## config.mk

```make
export PLATFORM = sky130hd
export DESIGN_NAME = dfe_chain_fetch
export DESIGN_NICKNAME = d
export VERILOG_FILES = /design/src/rtl/dfe_pkg.sv /design/src/rtl/dfe_word_map.sv /design/src/rtl/dfe_next_ptr.sv /design/src/rtl/dfe_chain_fetch.sv
export SDC_FILE = /design/constraint.sdc
export NUM_CORES = 1
export LEC_CHECK = 0
export ABC_AREA = 1
export BUFFER_PORTS_ARGS = -buffer_cell sky130_fd_sc_hd__buf_4
export CAP_MARGIN = 25
export CORE_MARGIN = 2
export CORE_UTILIZATION = 45
export CTS_BUF_LIST = sky130_fd_sc_hd__clkbuf_4 sky130_fd_sc_hd__clkbuf_8 sky130_fd_sc_hd__clkbuf_16
export DETAILED_ROUTE_END_ITERATION = 10
export PLACE_DENSITY = 0.75
export SYNTH_ARGS = -nofsm -noshare
export SYNTH_HDL_FRONTEND = slang
export SYNTH_HIERARCHICAL = 1
export SYNTH_SLANG_ARGS = --single-unit
```

## constraint.sdc

```tcl
create_clock -name clk -period 3 [get_ports clk]
set_clock_uncertainty 0.2 [all_clocks]
set_input_delay 0.6 -clock clk [delete_from_list [all_inputs] [get_ports clk]]
set_output_delay 0.6 -clock clk [all_outputs]
set_load 0.01 [all_outputs]
```

## src/rtl/dfe_pkg.sv

```systemverilog
package dfe_pkg;

    typedef enum logic [2:0] {
        ST_IDLE,
        ST_FETCH,
        ST_BUSY,
        ST_STALL,
        ST_ERR
    } dfe_state_e;

    typedef enum logic [3:0] {
        FLD_NHI,
        FLD_NLO,
        FLD_SALO,
        FLD_SAHI,
        FLD_CTL,
        FLD_XC,
        FLD_XM,
        FLD_YC,
        FLD_YM
    } dfe_field_e;

endpackage

```

## src/rtl/dfe_word_map.sv

```systemverilog
module dfe_word_map
    import dfe_pkg::*;
#(
    parameter int IW = 4
) (
    input  logic [1:0]    layout,
    input  logic          two_d,
    input  logic [IW-1:0] idx,
    output dfe_field_e    field,
    output logic [IW-1:0] len,
    output logic          last
);
    logic [IW-1:0] pre;
    logic [IW-1:0] j;

    always_comb begin
        pre   = layout[1] ? IW'(2) : (layout[0] ? IW'(1) : IW'(0));
        len   = pre + IW'(5) + (two_d ? IW'(2) : IW'(0));
        last  = (idx == len - IW'(1));
        j     = idx - pre;
        field = FLD_SALO;
        if (idx < pre) begin
            field = (layout[1] && idx == '0) ? FLD_NHI : FLD_NLO;
        end else begin
            case (j)
                IW'(0):  field = FLD_SALO;
                IW'(1):  field = FLD_SAHI;
                IW'(2):  field = FLD_CTL;
                IW'(3):  field = FLD_XC;
                IW'(4):  field = FLD_XM;
                IW'(5):  field = FLD_YC;
                default: field = FLD_YM;
            endcase
        end
    end
endmodule

```

## src/rtl/dfe_next_ptr.sv

```systemverilog
module dfe_next_ptr #(
    parameter int DW = 16,
    parameter int IW = 4,
    localparam int AW = 2 * DW
) (
    input  logic [1:0]    layout,
    input  logic [DW-1:0] page_hi,
    input  logic [DW-1:0] link_hi,
    input  logic [DW-1:0] link_lo,
    input  logic [AW-1:0] base,
    input  logic [IW-1:0] len,
    output logic [AW-1:0] next_ptr,
    output logic          misaligned
);
    always_comb begin
        if (layout[1]) begin
            next_ptr = {link_hi, link_lo};
        end else if (layout[0]) begin
            next_ptr = {page_hi, link_lo};
        end else begin
            next_ptr = base + {{(AW-IW-1){1'b0}}, len, 1'b0};
        end
        misaligned = next_ptr[0];
    end
endmodule

```

## src/rtl/dfe_chain_fetch.sv

```systemverilog
module dfe_chain_fetch
    import dfe_pkg::*;
#(
    parameter int DW = 16,
    localparam int AW = 2 * DW,
    localparam int IW = 4
) (
    input  logic          clk,
    input  logic          rst_n,
    input  logic [1:0]    cfg_layout,
    input  logic          cfg_two_d,
    input  logic [AW-1:0] cfg_first_ptr,
    input  logic [DW-1:0] cfg_page_hi,
    input  logic          kick,
    input  logic          xfer_done,
    output logic          rd_req,
    output logic [AW-1:0] rd_addr,
    input  logic          rd_valid,
    input  logic [DW-1:0] rd_data,
    output logic          prm_load,
    output logic [AW-1:0] prm_start_addr,
    output logic [DW-1:0] prm_ctrl,
    output logic [DW-1:0] prm_xcount,
    output logic [DW-1:0] prm_xstep,
    output logic [DW-1:0] prm_ycount,
    output logic [DW-1:0] prm_ystep,
    output logic          stalled,
    output logic          align_err
);
    typedef struct packed {
        dfe_state_e    st;
        logic [AW-1:0] base;
        logic [IW-1:0] idx;
        logic          pend;
        logic [1:0]    layout;
        logic          two_d;
        logic [DW-1:0] nhi;
        logic [DW-1:0] nlo;
        logic [DW-1:0] salo;
        logic [DW-1:0] sahi;
        logic [DW-1:0] ctl;
        logic [DW-1:0] xc;
        logic [DW-1:0] xm;
        logic [DW-1:0] yc;
        logic [DW-1:0] ym;
        logic          load;
    } dfe_regs_t;

    dfe_regs_t     r_d, r_q;
    dfe_field_e    fld;
    logic [IW-1:0] dlen;
    logic          dlast;
    logic [AW-1:0] nxt;
    logic          nxt_odd;

    dfe_word_map #(.IW(IW)) u_map (
        .layout (r_q.layout),
        .two_d  (r_q.two_d),
        .idx    (r_q.idx),
        .field  (fld),
        .len    (dlen),
        .last   (dlast)
    );

    dfe_next_ptr #(.DW(DW), .IW(IW)) u_next (
        .layout     (r_q.layout),
        .page_hi    (cfg_page_hi),
        .link_hi    (r_q.nhi),
        .link_lo    (r_q.nlo),
        .base       (r_q.base),
        .len        (dlen),
        .next_ptr   (nxt),
        .misaligned (nxt_odd)
    );

    always_comb begin
        r_d      = r_q;
        r_d.load = 1'b0;
        case (r_q.st)
            ST_IDLE, ST_ERR: begin
                if (kick) begin
                    r_d.st     = ST_FETCH;
                    r_d.base   = cfg_first_ptr;
                    r_d.idx    = '0;
                    r_d.pend   = 1'b0;
                    r_d.layout = cfg_layout;
                    r_d.two_d  = cfg_two_d;
                end
            end
            ST_FETCH: begin
                if (!r_q.pend) begin
                    r_d.pend = 1'b1;
                end else if (rd_valid) begin
                    r_d.pend = 1'b0;
                    case (fld)
                        FLD_NHI:  r_d.nhi  = rd_data;
                        FLD_NLO:  r_d.nlo  = rd_data;
                        FLD_SALO: r_d.salo = rd_data;
                        FLD_SAHI: r_d.sahi = rd_data;
                        FLD_CTL:  r_d.ctl  = rd_data;
                        FLD_XC:   r_d.xc   = rd_data;
                        FLD_XM:   r_d.xm   = rd_data;
                        FLD_YC:   r_d.yc   = rd_data;
                        default:  r_d.ym   = rd_data;
                    endcase
                    if (dlast) begin
                        // control word is never the last word, so r_q.ctl is current
                        if (r_q.ctl[0]) begin
                            r_d.st   = ST_BUSY;
                            r_d.load = 1'b1;
                        end else begin
                            r_d.st = ST_STALL;
                        end
                    end else begin
                        r_d.idx = r_q.idx + IW'(1);
                    end
                end
            end
            ST_BUSY: begin
                if (xfer_done) begin
                    if (nxt_odd) begin
                        r_d.st = ST_ERR;
                    end else begin
                        r_d.st   = ST_FETCH;
                        r_d.base = nxt;
                        r_d.idx  = '0;
                        r_d.pend = 1'b0;
                    end
                end
            end
            ST_STALL: begin
                if (kick) begin
                    r_d.st   = ST_FETCH;
                    r_d.idx  = '0;
                    r_d.pend = 1'b0;
                end
            end
            default: r_d.st = ST_IDLE;
        endcase
    end

    always_ff @(posedge clk) begin
        if (!rst_n) begin
            r_q <= '0;
        end else begin
            r_q <= r_d;
        end
    end

    assign rd_req         = (r_q.st == ST_FETCH) && !r_q.pend;
    assign rd_addr        = r_q.base + {{(AW-IW-1){1'b0}}, r_q.idx, 1'b0};
    assign prm_load       = r_q.load;
    assign prm_start_addr = {r_q.sahi, r_q.salo};
    assign prm_ctrl       = r_q.ctl;
    assign prm_xcount     = r_q.xc;
    assign prm_xstep      = r_q.xm;
    assign prm_ycount     = r_q.two_d ? r_q.yc : DW'(1);
    assign prm_ystep      = r_q.two_d ? r_q.ym : '0;
    assign stalled        = (r_q.st == ST_STALL);
    assign align_err      = (r_q.st == ST_ERR);


    one_req_chk: assert property (@(posedge clk) disable iff (!rst_n)
        rd_req |=> !rd_req);


    load_en_chk: assert property (@(posedge clk) disable iff (!rst_n)
        prm_load |-> prm_ctrl[0]);


    load_pulse_chk: assert property (@(posedge clk) disable iff (!rst_n)
        prm_load |=> !prm_load);


    stall_hold_chk: assert property (@(posedge clk) disable iff (!rst_n)
        (stalled && !kick) |=> (stalled && !rd_req));


    err_quiet_chk: assert property (@(posedge clk) disable iff (!rst_n)
        align_err |-> !rd_req);


    busy_quiet_chk: assert property (@(posedge clk) disable iff (!rst_n)
        (r_q.st == ST_BUSY && !xfer_done) |=> !rd_req);

endmodule

```

==> flow_summary.json, run 1 <==
{
  "status": "finished, final reports clean",
  "clock_path_buffers": 2,
  "worstPathMaxFanout": 6,
  "drive_gt1_frac": 0.2282,
  "grtUsageTotal": 0.2713,
  "synth_nets": 1903,
  "dieHeight_um": 162.5,
  "root_buffer": "clkbuf_16",
  "portBuffers": 219,
  "synth-main-ff-cell": "dfxtp_1",
  "period_share": 0.9885,
  "ir_drop_mv": 0.4400,
  "area_growth_pct": 25.11,
  "cts_tree": "built",
  "synth-simple-area-share": 0.3491,
  "synthAdderAreaFrac": 0.02147,
  "syn_area_mm2": 0.01130,
  "gr-usage-met2": 0.4540,
  "cts_hold_buf": 0,
  "crit_path_end_kind": "flip-flop",
  "yosys_warnings": 6,
  "wl_um": 37630,
  "synth_area_leaders": "dfxtp_1, nand2_1, nor2_1, inv_1, o21ai_0",
  "finalSetupTns_ns": 0,
  "synth_top_family_by_area": "simple AND/OR/NAND/NOR gates",
  "vias": 11810,
  "start_kind": "flip-flop",
  "synthXorXnorAreaFrac": 0.02557,
  "syn_area_per_cell_um2": 6.231,
  "crit_required_ns": 3.13,
  "powerDensity_mw_per_mm2": 745.0,
  "synthCells": 1814,
  "fmax_mhz": 337.2,
  "grt_max_degree": 79,
  "io-pin-count": 220,
  "synth_compound_area_frac": 0.1159,
  "mostFrequentLayoutCells": "nand2_1, nor2_1, buf_4",
  "cap_viol_max_count": 0,
  "yosys_register_bits": 188,
  "busiest_layer": "met2",
  "synth_edf_count": 0,
  "worst_slack_ns": 0.03456,
  "synth.area.mux_share": 0.001882,
  "antenna_found_initial": 0,
  "clk_pin_slew_ns": 0.08,
  "worst_path_most_repeated_cell": "nand2_1",
  "place_ws_ns": -0.1367,
  "place_congestion": 0.9594,
  "hp-class": "in2reg",
  "overflow": 0,
  "core_mm2": 0.02489,
  "numCtsBuffers": 17,
  "relSlewSlack": 0.4796,
  "worst_path_largest_cell_delay_ns": 0.58,
  "period_needed_ns": 2.965,
  "rows": 58,
  "clk_latency_ns": 0.44,
  "final_nets": 2044,
  "cp.arrival_ns": 3.10,
  "gr-usage-met3": 0.06646,
  "slowest_stage": "fa_2",
  "detail_route.first_pass.iterations": 5,
  "place_hpwl_um": 25920,
  "final_common_cell": "nand2_1",
  "htree_num_levels": 4,
  "die_w_um": 162.5,
  "drc_errors": 0,
  "synth_cell_type_count": 40,
  "synthArstFlopShare": 0,
  "p_leak_nw": 6.684,
  "ant_nets": 0,
  "via_per_inst": 5.139,
  "grt_pass1_vias": 10840,
  "use_met1": 0.3414,
  "synth_seq_area_share": 0.3330,
  "grt_pass1_wl_um": 56750,
  "worst_pin_slew_ns": 0.7797,
  "synth_top_area_cell": "dfxtp_1",
  "start_util": 0.4541,
  "fillers": 2370,
  "setup_viol": 0,
  "clock_sinks": 188,
  "rsz0062_at_grt": "true",
  "wire_per_inst_um": 16.38,
  "dieArea_mm2": 0.02640,
  "drv_slew": 0,
  "diodes": 0,
  "first_iter_violations": 854,
  "hold_viol": 0,
  "crit_chain": "inv_4, nand2_4, inv_6, fa_2, buf_4, ha_4, nand2_1, nand2_1, buf_4, nand3_4, nand2_4, buf_6, buf_4, a21oi_1, nand3b_1, nand2_1, nand2_1, nand2_1, o21ai_1, nor2_1",
  "yosys.area.top_type_share": 0.3330,
  "worstSetupPathType": "reg2reg"
}
## registers in the layout, summed over array words and instances, names as in the netlist
name,flops
prm_xstep,16
prm_ctrl,16
prm_load,1
prm_xcount,16
prm_start_addr,32
r_q,107
## final timing paths
kind                            cells past startpoint  slack [ns]       endpoint     startpoint
worst min register to register                      2        0.25  prm_xstep[11]  prm_xstep[11]
worst min-delay path                                3        0.23       r_q[145]      cfg_two_d
worst max-delay path                               20        0.03       r_q[167]       r_q[147]
worst max register to register                     20        0.03       r_q[167]       r_q[147]
## kinds of logic (layout without fill, tap and decap cells)
group                      Yosys count  after routing
AOI/OAI and AO/OA                  259            259
xor gates and xnor gates            33             33
adders and majority gates           17             17
buffers and inverters              369            522
DFF                                188            188
muxes                                2              2
and+or+nand+nor                    946            947
## synthesized netlist by cell type (2+ instances only)
cell type	n
or2_2	6
ha_1	13
clkbuf_1	62
nor2_1	297
xnor2_1	7
a21oi_1	98
nand2_4	2
nor3_1	31
nand2_2	13
nor2_2	8
inv_2	5
o21ai_0	139
buf_1	8
nor3_2	3
dfxtp_1	188
fa_1	4
clkbuf_2	2
buf_2	17
nand3_1	92
buf_4	83
and3_1	2
nand4_1	7
nand3b_1	14
o211ai_1	2
inv_1	190
xor2_1	26
nor2_4	5
and2_1	2
nand2_1	461
o21ai_1	17
## report_power, final
part,switching (W),internal (W),leakage (nW)
clock network,0.00120,0.00114,0.298
registers,0.000475,0.00280,1.53
logic,0.00311,0.00182,4.86
## cell type report
class	instances	area (µm²)	share of cell area
flip-flops and latches	188	3780	0.2673
well taps	330	412.9	0.02920
inverters	196	745.7	0.05273
clock inverters	15	192.7	0.01363
clock buffers	17	425.4	0.03008
repair buffers	294	2425	0.1715
multi-input cells	1258	6160	0.4356
## timing repair
| item | CTS | global route |
|---|---|---|
| gates resized for setup | 32 | 103 |
| buffers inserted | 6 | 10 |
| hold endpoints to repair | 0 | 0 |
| pin swaps | 7 | 46 |
| setup endpoints to repair | 85 | 167 |
| cloned | 1 | 7 |
## worst max-delay path, delay by kind of cell, from the launching register on
family / cells / cell delay, ns
adder cells (fa/ha/maj): 2 / 0.78
AND/OR/NAND/NOR: 10 / 0.70
buffers and inverters: 6 / 0.62
flip-flops: 1 / 0.36
AO/OA/AOI/OAI: 2 / 0.22
## per-layer routing
metal / vias up / routed length, µm
li1: 5852 / -
met1: 5363 / 15480
met2: 513 / 17640
met3: 81 / 3274
met4: 0 / 1243
met5: - / 0
## through the flow
stage / utilization / power, W / area [µm²] / hold WS [ns] / std cells
final: 0.5681 / 0.01054 / 14140 / 0.2250 / 2298
after global routing: 0.5681 / 0.01120 / 14140 / 0.2584 / 2298
after CTS: 0.5482 / 0.01016 / 13640 / 0.2194 / 2281
after detailed placement: 0.5163 / 0.007744 / 12850 / 0.2361 / 2243
after global placement: 0.5163 / 0.007661 / 12850 / 0.2317 / 2243
after floorplan: - / 0.006099 / 11300 / 0.2240 / 1814
(Power assumes the default switching activity.)
==> inputs of run 2 (changes only) <==
PLACE_DENSITY = 0.72   (was 0.75)
clock period = 2.9 ns   (was 3 ns; I/O delays follow)
==> run 2 against run 1 <==
The flow now finishes with violations (setup timing). Non-clock buffer count is 33 higher. Combinational power is 22% higher. Worst hold slack worse by 0.019 ns. Setup slack worse by 0.27 ns. Cell count is 1.4% higher. Flip-flop and latch count stayed put. Critical path depth is 3 lower. First-iteration DRC count is 16% higher. Maximum frequency is 5.3% lower. Clock-buffer cell count stayed put. Sequential power is 2% higher.
==> flow_summary.json, run 2 (synthesis gave the netlist of run 1 again) <==
{
  "pwr-share-seq": 0.283,
  "pwr-share-comb": 0.509,
  "clk_pin_slew_ns": 0.09,
  "first_iter_violations": 993,
  "hold_viol": 0,
  "fmax_mhz": 319.4,
  "largest_reg_flops": 107,
  "stdcell_count": 2331,
  "crit_required_ns": 3.05,
  "grtUsageTotal": 0.2806,
  "die_w_um": 162.5,
  "p_sw_w": 0.005409,
  "via_per_inst": 5.233,
  "internal-power_w": 0.006388,
  "start_kind": "flip-flop",
  "crit_path_end_kind": "flip-flop",
  "slowest_stage": "fa_2",
  "io-pin-count": 220,
  "vias": 12200,
  "power_w": 0.01180,
  "status": "finished, violations left",
  "grt_pass1_vias": 11330,
  "final_area_mm2": 0.01527,
  "overflow": 0,
  "clock_path_buffers": 2,
  "ant_nets": 0,
  "clkPwrFrac": 0.209,
  "worst_pin_slew_ns": 0.8426,
  "htree_num_levels": 4,
  "drive_gt1_frac": 0.3123,
  "detail_route.first_pass.iterations": 5,
  "period_needed_ns": 3.131,
  "diodes": 0,
  "root_buffer": "clkbuf_16",
  "reg2reg_depth": 17,
  "period_share": 1.079,
  "dieArea_mm2": 0.02640,
  "crit_chain": "inv_2, nand2_2, inv_2, buf_6, ha_4, inv_2, fa_2, inv_2, o211ai_1, nor2_1, or2_4, nor3_4, buf_6, buf_12, clkbuf_16, nand3_4, a21oi_2",
  "drc_errors": 0,
  "wire_per_inst_um": 17.15,
  "worst_slack_ns": -0.2305,
  "final_common_cell": "nand2_1",
  "antenna_found_initial": 0,
  "place_hpwl_um": 26380,
  "core_mm2": 0.02489,
  "dpl_cell_area_mm2": 0.01299,
  "path_buf_inv": 8,
  "mostFrequentLayoutCells": "nand2_1, buf_4, nor2_1",
  "p_leak_nw": 7.025,
  "portBuffers": 219,
  "place_congestion": 0.9328,
  "drv_slew": 0,
  "failed_checks": "setup timing",
  "grt_max_degree": 67,
  "finalHoldWorstSlack_ns": 0.2064,
  "setup_viol": 137,
  "crit_family": "buffers and inverters",
  "worst-path-stages": 17,
  "rsz0062_at_grt": "true",
  "start_util": 0.4541,
  "hp-class": "in2reg",
  "clk_latency_ns": 0.44,
  "final_nets": 2077,
  "relSlewSlack": 0.4376,
  "numCtsBuffers": 17,
  "worst_path_most_repeated_cell": "inv_2",
  "largest_register": "r_q",
  "dieHeight_um": 162.5,
  "rows": 58,
  "cap_viol_max_count": 0,
  "worstPathMaxFanout": 6,
  "powerDensity_mw_per_mm2": 772.6,
  "ir_drop_mv": 0.5549,
  "wl_um": 39980,
  "clock_sinks": 188,
  "cts_tree": "built",
  "worst_path_largest_cell_delay_ns": 0.59,
  "area_growth_pct": 35.09,
  "dp_cells": 2256,
  "grt_pass1_wl_um": 58880,
  "worstSetupPathType": "reg2reg",
  "cp.arrival_ns": 3.28,
  "hold_depth": 3,
  "switching_share": 0.4585
}
## run 2: metal layers
layer  up-vias  GRT usage  wire length [µm]
met5         -          0                 0
met4         0    0.08890              1112
met3        72    0.05704              3104
met2       519     0.4847             19450
met1      5677     0.3515             16320
li1       5930          -                 -
## run 2: power groups by stage
stage	sequential [W]	clock, W	combinational (W)
detailed placement	0.00334	0	0.00488
global placement	0.00334	0	0.00481
CTS	0.00330	0.00248	0.00514
global route	0.00337	0.00257	0.00654
finish	0.00334	0.00246	0.00600
floorplan	0.00329	0	0.00307
## run 2: cell type report
type                    instances  area [µm²]
clock buffers                  17       425.4
clock inverters                15       206.4
fillers                      2259        9622
inverters                     196       740.7
multi-input cells            1258        6812
flip-flops and latches        188        3790
well taps                     330       412.9
repair buffers                327        2883
## run 2: path summary, 6_finish.rpt
path                                  start     endpoint  slack [ns]
worst min register to register  prm_ctrl[7]  prm_ctrl[7]        0.25
worst max register to register     r_q[147]     r_q[137]       -0.23
worst min-delay path              cfg_two_d     r_q[145]        0.21
worst max-delay path               r_q[147]     r_q[137]       -0.23
## run 2: timing repair
action / 4_1_cts / 5_1_grt
pin swaps: 26 / 123
cloned: 2 / 12
endpoints found under the hold margin: 0 / 0
hold buffers: 0 / 0
gates resized for setup: 83 / 296
setup buffers: 11 / 19
endpoints found under the setup margin: 175 / 196
## run 2: worst register-to-register path: stages, from the launching register on
cell and delay, ns:
dfxtp_2 0.33, inv_2 0.06, nand2_2 0.06, inv_2 0.06, buf_6 0.10, ha_4 0.11, inv_2 0.04, fa_2 0.59
inv_2 0.05, o211ai_1 0.26, nor2_1 0.11, or2_4 0.26, nor3_4 0.17, buf_6 0.14, buf_12 0.13, clkbuf_16 0.16
nand3_4 0.06, a21oi_2 0.14
## run 2: per-stage QoR
| stage | utilization | setup slack, ns | setup TNS, ns |
|---|---|---|---|
| 3_5_place_dp | 0.5219 | -0.2272 | -12.75 |
| 2_1_floorplan | - | 0.005719 | 0 |
| 3_3_place_gp | 0.5219 | -0.1090 | -2.373 |
| 6_report | 0.6135 | -0.2305 | -14.15 |
| 4_1_cts | 0.5623 | -0.09794 | -3.389 |
| 5_1_grt | 0.6135 | -0.3390 | -35.84 |
==> inputs of run 3 (changes only) <==
clock period = 3.1 ns   (was 2.9 ns; I/O delays follow)
==> run 3 against run 2 <==
The run now ends clean. Setup slack improved by 0.34 ns. Sequential share of layout area up 2.9 points. Via count down 5.5%. Utilization fell by 6.7 points. Critical path depth shrank 7. Cell area shrank 11%. Sequential power decreased by 6.3%. Clock-buffer cell count increased by 1. First-iteration DRC count shrank 15%. Flip-flop and latch count stayed put. Wire length decreased by 9.9%. Worst hold slack better by 0.038 ns.
==> flow_summary.json, run 3 (synthesis gave the netlist of run 1 again) <==
{
  "status": "finished, final reports clean",
  "period_share": 0.9661,
  "final_common_cell": "nand2_1",
  "reg2reg_depth": 19,
  "area_growth_pct": 20.41,
  "worstSetupPathType": "reg2out",
  "cp.arrival_ns": 2.17,
  "clk_latency_ns": 0.43,
  "mostFrequentLayoutCells": "nand2_1, nor2_1, buf_4",
  "dieArea_mm2": 0.02640,
  "r2r_setup_slack_ns": 0.13,
  "power_w": 0.009803,
  "setup_viol": 0,
  "dpl_cell_area_mm2": 0.01281,
  "grt_pass1_wl_um": 56010,
  "rsz0062_at_grt": "true",
  "portBuffers": 219,
  "start_util": 0.4541,
  "root_buffer": "clkbuf_16",
  "detail_route.first_pass.iterations": 6,
  "wire_per_inst_um": 15.83,
  "ant_nets": 0,
  "ir_drop_mv": 0.4484,
  "via_per_inst": 5.064,
  "cts_hold_buf": 0,
  "die_w_um": 162.5,
  "final_area_mm2": 0.01361,
  "period_needed_ns": 2.995,
  "grt_pass1_vias": 10720,
  "powerDensity_mw_per_mm2": 720.3,
  "worst_pin_slew_ns": 0.7534,
  "overflow": 0,
  "grt_max_degree": 60,
  "dieHeight_um": 162.5,
  "rows": 58,
  "cts_tree": "built",
  "drive_gt1_frac": 0.1972,
  "grtUsageTotal": 0.2680,
  "clock_path_buffers": 2,
  "clk_pin_slew_ns": 0.08,
  "antenna_found_initial": 0,
  "final_nets": 2023,
  "relSlewSlack": 0.4972,
  "r2r-start": "r_q[147]",
  "wl_um": 36050,
  "endpoint": "rd_addr[21]",
  "numCtsBuffers": 17,
  "p_leak_nw": 6.532,
  "io-pin-count": 220,
  "worstPathMaxFanout": 6,
  "reg2reg_to": "r_q[168]",
  "cap_viol_max_count": 0,
  "vias": 11530,
  "diodes": 0,
  "hp-class": "reg2reg",
  "core_mm2": 0.02489,
  "crit_required_ns": 2.28,
  "fmax_mhz": 333.9,
  "place_hpwl_um": 25930,
  "largest_reg_flops": 107,
  "crit_path_end_kind": "primary output",
  "first_iter_violations": 844,
  "cp-startpoint": "r_q[149]",
  "htree_num_levels": 4,
  "start_kind": "flip-flop",
  "drc_errors": 0,
  "hold_viol": 0,
  "largest_register": "r_q",
  "place_congestion": 0.9330,
  "clock_sinks": 188,
  "drv_slew": 0
}
==> run 3: changes by cell type in the layout (fill, tap and decap cells not counted), sizes merged <==
cell / change
buf: -46
bufbuf: +1
clkbuf: -7
clkinv: +2
inv: -3
nand2: -1
==> run 3: area by class of cell <==
class                   count  area (µm²)
clock buffers              18       432.9
flip-flops and latches    188        3772
multi-input cells        1257        5916
well taps                 330       412.9
repair buffers            274        2161
inverters                 196       738.2
fillers                  2458       11280
clock inverters            14       177.7
==> run 3: power by group <==
part | leakage (nW) | internal [W] | switching (W)
clock network | 0.294 | 0.00110 | 0.00112
logic | 4.71 | 0.00163 | 0.00282
registers | 1.53 | 0.00270 | 0.000431
total | 6.53 | 0.00543 | 0.00437
==> run 3: worst min-delay path by stage <==
stage                               from              to  depth (start not counted)
final                     prm_xcount[12]  prm_xcount[12]                          2
after global routing        prm_ctrl[12]    prm_ctrl[12]                          2
after CTS                   prm_ctrl[11]    prm_ctrl[11]                          2
after detailed placement    prm_ctrl[11]    prm_ctrl[11]                          2
after global placement     prm_xstep[13]   prm_xstep[13]                          2
after floorplan             prm_ctrl[15]    prm_ctrl[15]                          2
==> run 3: layer usage <==
metal / wire, µm / global-route usage / up-vias
met3: 2451 / 0.05500 / 57
met1: 15530 / 0.3421 / 5245
met5: 0 / 0 / -
li1: - / - / 5799
met4: 862 / 0.08286 / 0
met2: 17210 / 0.4559 / 430
==> run 3: worst max-delay path, stage by stage (launching register included) <==
cell and delay (ns):
dfxtp_2 0.34, ha_2 0.20, fa_2 0.35, nand2_1 0.10, nand2_2 0.09, nand2_4 0.09
nor2_1 0.05, buf_4 0.15, nand3_1 0.08, xor2_1 0.16, buf_4 0.14
==> run 3: repair_timing <==
item                                    4_1_cts  5_1_grt
buffers inserted                              3        2
cloned                                        1        0
endpoints found under the setup margin       90      160
pin swaps                                     3       16
resized for setup                            13       37
==> run 3: stage by stage <==
step	setup WS [ns]	setup TNS, ns	hold slack [ns]	std cells	utilization
3_5_place_dp	-0.1424	-3.358	0.2356	2239	0.5146
2_1_floorplan	0.01768	0	0.2240	1814	-
3_3_place_gp	-0.01666	-0.2342	0.2312	2239	0.5146
5_1_grt	-0.06913	-0.6631	0.2588	2277	0.5468
4_1_cts	0.01249	0	0.2470	2275	0.5426
6_report	0.1051	0	0.2441	2277	0.5468
